===== config.mk =====
export PLATFORM = sky130hd
export DESIGN_NAME = risc_field_decoder
export DESIGN_NICKNAME = d
export VERILOG_FILES = /design/src/rtl/dec_pkg.sv /design/src/rtl/dec_control.sv /design/src/rtl/dec_datapath.sv /design/src/rtl/risc_field_decoder.sv
export SDC_FILE = /design/constraint.sdc
export NUM_CORES = 1
export LEC_CHECK = 0
export BUFFER_PORTS_ARGS = -buffer_cell sky130_fd_sc_hd__buf_2
export CORE_UTILIZATION = 41
export DETAILED_ROUTE_END_ITERATION = 7
export PLACE_DENSITY = 0.85
export SETUP_SLACK_MARGIN = 0.5
export SLEW_MARGIN = 25
export SYNTH_ARGS = -nofsm -noshare
export SYNTH_HDL_FRONTEND = slang
export SYNTH_HIERARCHICAL = 1
export SYNTH_SLANG_ARGS = --single-unit
export TNS_END_PERCENT = 5

===== constraint.sdc =====
create_clock -name vclk -period 1.7
set_input_delay 0 -clock vclk [all_inputs]
set_output_delay 0 -clock vclk [all_outputs]
set_load 0.01 [all_outputs]

===== src/rtl/dec_pkg.sv =====
package dec_pkg;
  parameter int XLEN  = 32;
  parameter int REG_W = 5;
  parameter int OP_W  = 6;
  parameter int FN_W  = 6;
  parameter int IMM_W = 16;
  parameter int JT_W  = 26;
  parameter int ALU_W = 4;
  localparam logic [REG_W-1:0] LINK_REG = '1;

  localparam logic [OP_W-1:0] OP_RTYPE = 6'd0,  OP_J    = 6'd2,  OP_JAL  = 6'd3;
  localparam logic [OP_W-1:0] OP_BEQ   = 6'd4,  OP_BNE  = 6'd5,  OP_ADDI = 6'd8;
  localparam logic [OP_W-1:0] OP_SLTI  = 6'd10, OP_ANDI = 6'd12, OP_ORI  = 6'd13;
  localparam logic [OP_W-1:0] OP_XORI  = 6'd14, OP_LUI  = 6'd15, OP_LW   = 6'd35;
  localparam logic [OP_W-1:0] OP_SW    = 6'd43;

  localparam logic [FN_W-1:0] FN_SLL = 6'd0,  FN_SRL = 6'd2,  FN_SRA = 6'd3;
  localparam logic [FN_W-1:0] FN_ADD = 6'd32, FN_SUB = 6'd34, FN_AND = 6'd36;
  localparam logic [FN_W-1:0] FN_OR  = 6'd37, FN_XOR = 6'd38, FN_NOR = 6'd39;
  localparam logic [FN_W-1:0] FN_SLT = 6'd42;

  typedef enum logic [ALU_W-1:0] {
    ALU_ADD = 4'd0, ALU_SUB = 4'd1, ALU_AND = 4'd2, ALU_OR  = 4'd3,
    ALU_XOR = 4'd4, ALU_NOR = 4'd5, ALU_SLT = 4'd6, ALU_SLL = 4'd7,
    ALU_SRL = 4'd8, ALU_SRA = 4'd9, ALU_PASS = 4'd10
  } aluOp_e;

  typedef enum logic [2:0] {IMM_NONE, IMM_SEXT, IMM_ZEXT, IMM_UPPER, IMM_JUMP} immKind_e;
  typedef enum logic [1:0] {DST_NONE, DST_RD, DST_RT, DST_LINK} dstKind_e;

  typedef struct packed {
    logic     wantWrite;
    logic     memRead;
    logic     memWrite;
    logic     branch;
    logic     branchNe;
    logic     jump;
    logic     useImm;
    logic     illegal;
    immKind_e immKind;
    dstKind_e dstKind;
    aluOp_e   aluOp;
  } ctrl_t;
endpackage


===== src/rtl/dec_control.sv =====
module dec_control
  import dec_pkg::*;
(
  input  logic [OP_W-1:0] opcode,
  input  logic [FN_W-1:0] funct,
  output ctrl_t           ctrl
);
  always_comb begin
    ctrl = '0;
    ctrl.aluOp   = ALU_ADD;
    ctrl.immKind = IMM_NONE;
    ctrl.dstKind = DST_NONE;
    case (opcode)
      OP_RTYPE: begin
        ctrl.wantWrite = 1'b1;
        ctrl.dstKind   = DST_RD;
        case (funct)
          FN_ADD: ctrl.aluOp = ALU_ADD;
          FN_SUB: ctrl.aluOp = ALU_SUB;
          FN_AND: ctrl.aluOp = ALU_AND;
          FN_OR:  ctrl.aluOp = ALU_OR;
          FN_XOR: ctrl.aluOp = ALU_XOR;
          FN_NOR: ctrl.aluOp = ALU_NOR;
          FN_SLT: ctrl.aluOp = ALU_SLT;
          FN_SLL: ctrl.aluOp = ALU_SLL;
          FN_SRL: ctrl.aluOp = ALU_SRL;
          FN_SRA: ctrl.aluOp = ALU_SRA;
          default: begin
            ctrl.illegal   = 1'b1;
            ctrl.wantWrite = 1'b0;
            ctrl.dstKind   = DST_NONE;
          end
        endcase
      end
      OP_ADDI, OP_SLTI: begin
        ctrl.wantWrite = 1'b1;
        ctrl.dstKind   = DST_RT;
        ctrl.useImm    = 1'b1;
        ctrl.immKind   = IMM_SEXT;
        ctrl.aluOp     = (opcode == OP_SLTI) ? ALU_SLT : ALU_ADD;
      end
      OP_ANDI, OP_ORI, OP_XORI: begin
        ctrl.wantWrite = 1'b1;
        ctrl.dstKind   = DST_RT;
        ctrl.useImm    = 1'b1;
        ctrl.immKind   = IMM_ZEXT;
        ctrl.aluOp     = (opcode == OP_ANDI) ? ALU_AND :
                         (opcode == OP_ORI)  ? ALU_OR  : ALU_XOR;
      end
      OP_LUI: begin
        ctrl.wantWrite = 1'b1;
        ctrl.dstKind   = DST_RT;
        ctrl.useImm    = 1'b1;
        ctrl.immKind   = IMM_UPPER;
        ctrl.aluOp     = ALU_PASS;
      end
      OP_LW: begin
        ctrl.wantWrite = 1'b1;
        ctrl.memRead   = 1'b1;
        ctrl.dstKind   = DST_RT;
        ctrl.useImm    = 1'b1;
        ctrl.immKind   = IMM_SEXT;
      end
      OP_SW: begin
        ctrl.memWrite = 1'b1;
        ctrl.useImm   = 1'b1;
        ctrl.immKind  = IMM_SEXT;
      end
      OP_BEQ, OP_BNE: begin
        ctrl.branch   = 1'b1;
        ctrl.branchNe = (opcode == OP_BNE);
        ctrl.immKind  = IMM_SEXT;
        ctrl.aluOp    = ALU_SUB;
      end
      OP_J, OP_JAL: begin
        ctrl.jump      = 1'b1;
        ctrl.immKind   = IMM_JUMP;
        ctrl.wantWrite = (opcode == OP_JAL);
        ctrl.dstKind   = (opcode == OP_JAL) ? DST_LINK : DST_NONE;
      end
      default: ctrl.illegal = 1'b1;
    endcase
  end
endmodule


===== src/rtl/dec_datapath.sv =====
module dec_datapath
  import dec_pkg::*;
(
  input  logic [XLEN-1:0]  instr,
  input  ctrl_t            ctrl,
  output logic [REG_W-1:0] srcA,
  output logic [REG_W-1:0] srcB,
  output logic [REG_W-1:0] dest,
  output logic [REG_W-1:0] shamt,
  output logic [XLEN-1:0]  imm,
  output logic             regWrite
);
  localparam int RS_LO = XLEN - OP_W - REG_W;
  localparam int RT_LO = RS_LO - REG_W;
  localparam int RD_LO = RT_LO - REG_W;
  localparam int SH_LO = RD_LO - REG_W;

  logic [IMM_W-1:0] imm16;
  logic [JT_W-1:0]  target;
  logic [REG_W-1:0] rdField;

  assign srcA    = instr[RS_LO +: REG_W];
  assign srcB    = instr[RT_LO +: REG_W];
  assign rdField = instr[RD_LO +: REG_W];
  assign shamt   = instr[SH_LO +: REG_W];
  assign imm16   = instr[IMM_W-1:0];
  assign target  = instr[JT_W-1:0];

  always_comb begin
    case (ctrl.immKind)
      IMM_SEXT:  imm = {{(XLEN-IMM_W){imm16[IMM_W-1]}}, imm16};
      IMM_ZEXT:  imm = {{(XLEN-IMM_W){1'b0}}, imm16};
      IMM_UPPER: imm = {imm16, {(XLEN-IMM_W){1'b0}}};
      IMM_JUMP:  imm = {{(XLEN-JT_W){1'b0}}, target};
      default:   imm = '0;
    endcase
    case (ctrl.dstKind)
      DST_RD:   dest = rdField;
      DST_RT:   dest = srcB;
      DST_LINK: dest = LINK_REG;
      default:  dest = '0;
    endcase
  end

  assign regWrite = ctrl.wantWrite && (dest != '0);
endmodule


===== src/rtl/risc_field_decoder.sv =====
module risc_field_decoder
  import dec_pkg::*;
(
  input  logic [31:0] instr,
  output logic [4:0]  srcA,
  output logic [4:0]  srcB,
  output logic [4:0]  dest,
  output logic [4:0]  shamt,
  output logic [31:0] imm,
  output logic [3:0]  aluOp,
  output logic        useImm,
  output logic        regWrite,
  output logic        memRead,
  output logic        memWrite,
  output logic        branch,
  output logic        branchNe,
  output logic        jump,
  output logic        illegal
);
  ctrl_t ctrl;

  dec_control u_ctrl (
    .opcode(instr[XLEN-1 -: OP_W]),
    .funct (instr[FN_W-1:0]),
    .ctrl  (ctrl)
  );

  dec_datapath u_dp (
    .instr   (instr),
    .ctrl    (ctrl),
    .srcA    (srcA),
    .srcB    (srcB),
    .dest    (dest),
    .shamt   (shamt),
    .imm     (imm),
    .regWrite(regWrite)
  );

  assign aluOp    = ctrl.aluOp;
  assign useImm   = ctrl.useImm;
  assign memRead  = ctrl.memRead;
  assign memWrite = ctrl.memWrite;
  assign branch   = ctrl.branch;
  assign branchNe = ctrl.branchNe;
  assign jump     = ctrl.jump;
  assign illegal  = ctrl.illegal;

  always_comb begin
    // an illegal word raises no strobe
    p_illegal_quiet_r12: assert (!illegal || !(regWrite || memRead || memWrite || branch || jump))
      else $error("illegal word raised a strobe");
    // a granted write never targets register 0
    p_no_zero_dest_r11: assert (!regWrite || dest != '0)
      else $error("write to register 0");
    // a store never writes the register file
    p_store_no_reg_r5: assert (!memWrite || (!regWrite && !memRead))
      else $error("store also writes or reads");
    // the pass operation carries an upper immediate
    p_upper_low_zero_r8: assert (aluOp != ALU_PASS || imm[15:0] == '0)
      else $error("upper immediate has low bits");
    // a branch writes nothing
    p_branch_no_write_r9: assert (!branch || (!regWrite && !memWrite && !jump))
      else $error("branch writes");
  end
endmodule


After elaboration in Yosys (flattened, before gate mapping)

Index checks and enable logic that the tools add are counted.

Flip-flop bits (word level): 0
Logic and storage cells: 61

Reduce and logical (&&, ||, !) cells: 13
Equal/unequal tests: 28
Muxes and demuxes: 20

Operator list:

| cell               | count |
|---|---|
| $pmux 32 s4        | 1 |
| $eq 6x6->1 const B | 9 |
| $eq 6x4->1 const B | 6 |
| $pmux 4 s9         | 1 |
| $eq 6x2->1 const B | 4 |
| $pmux 4 s5         | 1 |
| $pmux 5 s3         | 1 |
| $eq 6x3->1 const B | 2 |
| $logic_not 6->1    | 2 |
| $pmux 3 s4         | 1 |
| $reduce_or 12->1   | 1 |
| $reduce_or 10->1   | 1 |
| $reduce_or 8->1    | 1 |
| $mux 1             | 7 |
| $reduce_or 7->1    | 1 |
| $eq 3x2->1 const B | 2 |
| $mux 3             | 2 |
| $pmux 2 s3         | 1 |
| $reduce_or 2->1    | 3 |
| $reduce_or 6->1    | 1 |
| $reduce_bool 5->1  | 1 |
| $eq 2x2->1 const B | 2 |
| $mux 2             | 2 |
| $mux 4             | 1 |
| other kinds (7)    | 7 |

Depth between registers and ports, before layout

Gate-level depths: netlist (run 1).

Word-level depth: 8
Gate-level depth with buffers: 9
Mapped depth without buffers: 7

Modules after synthesis

The synthesis (run 1) kept the hierarchy.

By module, submodules not included:

| module       | instances | area each (um^2) | sequential area each (um^2) | cells each |
|---|---|---|---|---|
| dec_datapath | 1         | 598.1            | 0.0                         | 103 |
| dec_control  | 1         | 535.5            | 0.0                         | 84 |

Least setup slack after synthesis (run 1)

OpenSTA, ideal clock, no wires.

Path type: input port to output port
Start: input instr[28]
End: output imm[16]
Path buffers: 2
Stages on the path: 8
Data required time: 1700 ps
Path slack: -20 ps
Arrival time: 1720 ps
Cells stage by stage: clkbuf_1 or3b_2 a21oi_1 a31oi_1 nor2_1 nand2b_1 buf_2 o21ai_0

RTL lines:

| item            | line                    | source |
|---|---|---|
| start, declared | risc_field_decoder.sv:4 | `input logic [31:0] instr,` |
| end, declared   | risc_field_decoder.sv:9 | `output logic [31:0] imm,` |

==> flow_metrics.tcl, run 1 <==
set metrics [dict create \
    status "complete, no violations" \
    placed_cells 297 \
    synth_area_leaders "a21oi_1 (12%), buf_4 (9.9%), and2_1 (9.4%)" \
    syn_inst 187 \
    worst_pin_slew_ps 379 \
    switching_share 0.523 \
    syn_area_um2 1130 \
    row_count 18 \
    slew_violations 0 \
    stdcell_count 312 \
    power.density_nw_per_um2 231 \
    route.detailed.drc 0 \
    ant_nets 0 \
    area_growth_pct 69.9 \
    tns_ps 0 \
    rsz0062_at_grt "yes" \
    power.internal_mw 0.212 \
    synthDistinctLibCells 45 \
    min_period_ps 1600 \
    die_area_um2 2980 \
    grt.total_usage 0.285 \
    place_hpwl_um 3090 \
    ir_drop_uv 158 \
    p_seq_frac 0 \
    routedWlPerCell_um 14.6 \
    routed_wl_um 4560 \
    core_um2 2540 \
    worstSetupPathType "in2out" \
    first_pass_iters 4 \
    drive_gt1_frac 0.631 \
    whs_ps 199 \
    startpoint_type "primary input" \
    n_clock_buffer 0 \
    num_antenna_cells 0 \
    place.gp.congestion 0.808 \
    vias_per_cell 5.46 \
    wl_met3_um 337 \
    cp.arrival_ps 1600 \
    slew_headroom 0.746 \
    grt_pass1_wl_um 6220 \
    ff_latch_area_um2 0 \
    grt_max_degree 19 \
    required_ps 1700 \
    max_cap_violations 0 \
    finalCritPeriodShare 0.940 \
    hold_class "in2out" \
    setup_viol 0 \
    yosysWarnings 6 \
    fmaxAchievable_mhz 626 \
    start_util 0.445 \
    clkPwrFrac 0 \
    io_pins 96 \
    yosysTopAreaCellShare 0.119 \
    post-route-worst-setup-slack_ps 102 \
    synth_nets 219 \
    grt_pass1_vias 1379 \
    finalNetCount 316 \
    synth_area_leader_cell "a21oi_1" \
    grt-ovfl-total 0 \
    avgSynthCellArea_um2 6.06 \
    portBuffers 96 \
    hold_viol 0 \
    die_y_um 54.6 \
    p_leak_nw 0.968 \
    top_layer "met4" \
    drtIter0Drc 52 \
    die_x_um 54.6 \
    synth_seq_area_share 0 \
    crit_path_end_kind "output port" \
    critPathMaxFanout 7 \
    p_switching_mw 0.232 \
    wl_met1_um 1660 \
    seq_cells 0 \
    dr_wl_met2_um 2420 \
    vias 1703 \
    combPwrFrac 1.000 \
    p_total_mw 0.444 \
    antenna_found_initial 0 \
    dp_slack_ps 34.3 \
]
## worst max-delay path, cell delays in order
cell and delay (ps):
buf_12 110, or3b_4 380, a21oi_2 140, a31oi_1 60, nor2_2 260, nand2b_1 190, buf_6 180, a21oi_2 120
buf_2 150
## cell usage in the layout (no fill, tap or decap), drive strengths merged, types with 3 or more instances in the layout
master and n:
buf 124, a21oi 29, nand2 22, and2 17, nor2 16, o21ai 16, nand2b 7, nor3 6
nand3b 4, and3 3, nor2b 3, or3b 3, inv 3, nand3 3, o31a 3
## stage by stage
stage                      util  area, µm²
after floorplan               -       1250
after global placement    0.651       1660
after detailed placement  0.651       1660
after CTS                 0.736       1870
after global routing      0.757       1930
final                     0.757       1930
## per-layer routing
| layer | vias up | GRT usage |
|---|---|---|
| met5 | - | 0 |
| met4 | 0 | 0.0983 |
| met3 | 15 | 0.0111 |
| met2 | 91 | 0.562 |
| met1 | 769 | 0.313 |
| li1 | 828 | - |
## final timing paths
kind | from | endpoint | slack [ps] | cells past startpoint
setup / recovery | instr[29] | imm[28] | 100 | 9
hold / removal | instr[22] | srcA[1] | 200 | 2
## cells in the mapped netlist (3+ instances only)
cell      count
a21oi_1      27
nand2_1      22
and2_1       17
nor2_1       16
buf_4        15
o21ai_0      14
nand2b_1      7
buf_2         5
clkbuf_1      5
nor3_1        5
buf_6         4
nand3b_1      4
and3_1        3
inv_1         3
nand3_1       3
nor2b_1       3
or3b_2        3
## logic make-up after synthesis
family	after synthesis	synth area share
compound gates	58	0.323
xor+xnor	3	0.0232
buf+inv	33	0.191
mux	1	0.00883
simple gates	92	0.454
## repair_timing
item	in CTS	in global routing
setup buffers	10	2
pin swaps	16	7
resized for setup	34	9
hold buffers	0	0
gates cloned	2	1
setup endpoints to repair	43	43
endpoints found under the hold margin	0	0
## layout make-up
type,count,area [µm²]
multi-input combinational,155,1080
timing repair buffer,124,798
fill,209,619
tap,30,37.5
inverter,3,11.3
## power groups by stage
stage	combinational (mW)	sequential (mW)	clock, mW
finish	0.444	0	0
global route	0.482	0	0
CTS	0.423	0	0
detailed placement	0.369	0	0
global placement	0.362	0	0
floorplan	0.250	0	0
No activity file was read; power rests on OpenSTA's default activity.
==> run 2: changes to the inputs <==
--- a/config.mk
+++ b/config.mk
@@ -9,6 +9,7 @@
 export CORE_UTILIZATION = 41
 export DETAILED_ROUTE_END_ITERATION = 7
 export PLACE_DENSITY = 0.85
+export RECOVER_POWER = 25
 export SETUP_SLACK_MARGIN = 0.5
 export SLEW_MARGIN = 25
 export SYNTH_ARGS = -nofsm -noshare
==> flow_metrics.tcl, run 2 (synthesis gave the netlist of run 1 again) <==
set metrics [dict create \
    status "complete, no violations" \
    tns_ps 0 \
    routed_wl_um 4570 \
    grt_pass1_wl_um 6220 \
    num_antenna_cells 0 \
    post-route-worst-setup-slack_ps 105 \
    die_y_um 54.6 \
    crit_start "instr[29]" \
    rsz0062_at_grt "yes" \
    io_pins 96 \
    required_ps 1700 \
    most-common-layout-cells "buf_2 (76), nand2_1 (21), buf_4 (18)" \
    antenna_found_initial 0 \
    portBuffers 96 \
    grt.total_usage 0.285 \
    grt-ovfl-total 0 \
    fmaxAchievable_mhz 627 \
    whs_ps 218 \
    route.detailed.drc 0 \
    slew_violations 0 \
    worst_pin_slew_ps 379 \
    core_um2 2540 \
    area_growth_pct 68.2 \
    grt_pass1_vias 1379 \
    startpoint_type "primary input" \
    ant_nets 0 \
    grt_max_degree 19 \
    finalCritPeriodShare 0.939 \
    crit_path_end_kind "output port" \
    worstSetupPathType "in2out" \
    dp_slack_ps 34.3 \
    place.gp.congestion 0.808 \
    cp.arrival_ps 1600 \
    critPathMaxFanout 7 \
    placed_cells 297 \
    place_hpwl_um 3090 \
    setup_viol 0 \
    final_common_cell "buf_2" \
    n_clock_buffer 0 \
    vias 1706 \
    ff_latch_area_um2 0 \
    seq_cells 0 \
    routedWlPerCell_um 14.6 \
    start_util 0.445 \
    power.density_nw_per_um2 231 \
    min_period_ps 1600 \
    crit_end "imm[28]" \
    die_x_um 54.6 \
    fillers 216 \
    vias_per_cell 5.47 \
    die_area_um2 2980 \
    row_count 18 \
    p_leak_nw 0.927 \
    finalNetCount 316 \
    ir_drop_uv 154 \
    first_pass_iters 4 \
    drive_gt1_frac 0.578 \
    stdcell_count 312 \
    slew_headroom 0.746 \
    max_cap_violations 0 \
    hold_viol 0 \
    hold_class "in2out" \
    multi_input_area_um2 1080 \
    drtIter0Drc 47 \
]
run 2: cell count changes in the layout (fill, tap and decap cells not counted):
cell,previous run,this run
buf_2,91,76
clkbuf_1,0,15
run 2: cell type report:
cell class / instances / share of cell area
Multi-Input combinational cell: 155 / 0.566
Timing Repair Buffer: 124 / 0.409
Tap cell: 30 / 0.0197
Inverter: 3 / 0.00591
run 2: timing repair:
action / in CTS / in global routing
setup endpoints to repair: 43 / 43
resized for setup: 34 / 9
pin swaps: 16 / 7
hold buffers: 0 / 0
cloned: 2 / 1
buffers inserted: 10 / 2
run 2: metal layers:
metal,track usage,part of all wire,vias up
li1,-,-,832
met1,0.313,0.36,773
met2,0.562,0.54,88
met3,0.0111,0.067,13
met4,0.0983,0.030,0
met5,0,0,-
run 2: worst min-delay path by stage:
| stage | start | to | slack, ps | depth (start not counted) |
|---|---|---|---|---|
| 6_report | instr[22] | srcA[1] | 220 | 2 |
| 4_1_cts | instr[25] | srcA[4] | 210 | 2 |
| 3_3_place_gp | instr[21] | srcA[0] | 210 | 2 |
| 5_1_grt | instr[21] | srcA[0] | 230 | 2 |
| 3_5_place_dp | instr[25] | srcA[4] | 210 | 2 |
| 2_1_floorplan | instr[3] | aluOp[0] | 90 | 1 |
run 2: worst max-delay path: stages:
cell and delay, ps:
buf_12 110, or3b_4 380, a21oi_2 140, a31oi_1 60, nor2_2 260, nand2b_1 190
buf_6 180, a21oi_2 120, buf_2 150
run 2: report_power, final:
group          internal (mW)  switching (mW)  total (mW)  leakage, nW
registers                  0               0           0            0
logic                  0.207           0.233       0.440        0.927
clock network              0               0           0            0
total                  0.207           0.233       0.440        0.927
run 2: per-stage QoR:
| stage | cell area (µm²) | power, mW | util |
|---|---|---|---|
| after floorplan | 1250 | 0.250 | - |
| after global placement | 1660 | 0.362 | 0.651 |
| after detailed placement | 1660 | 0.369 | 0.651 |
| after CTS | 1870 | 0.423 | 0.736 |
| after global routing | 1910 | 0.478 | 0.749 |
| final | 1910 | 0.440 | 0.749 |
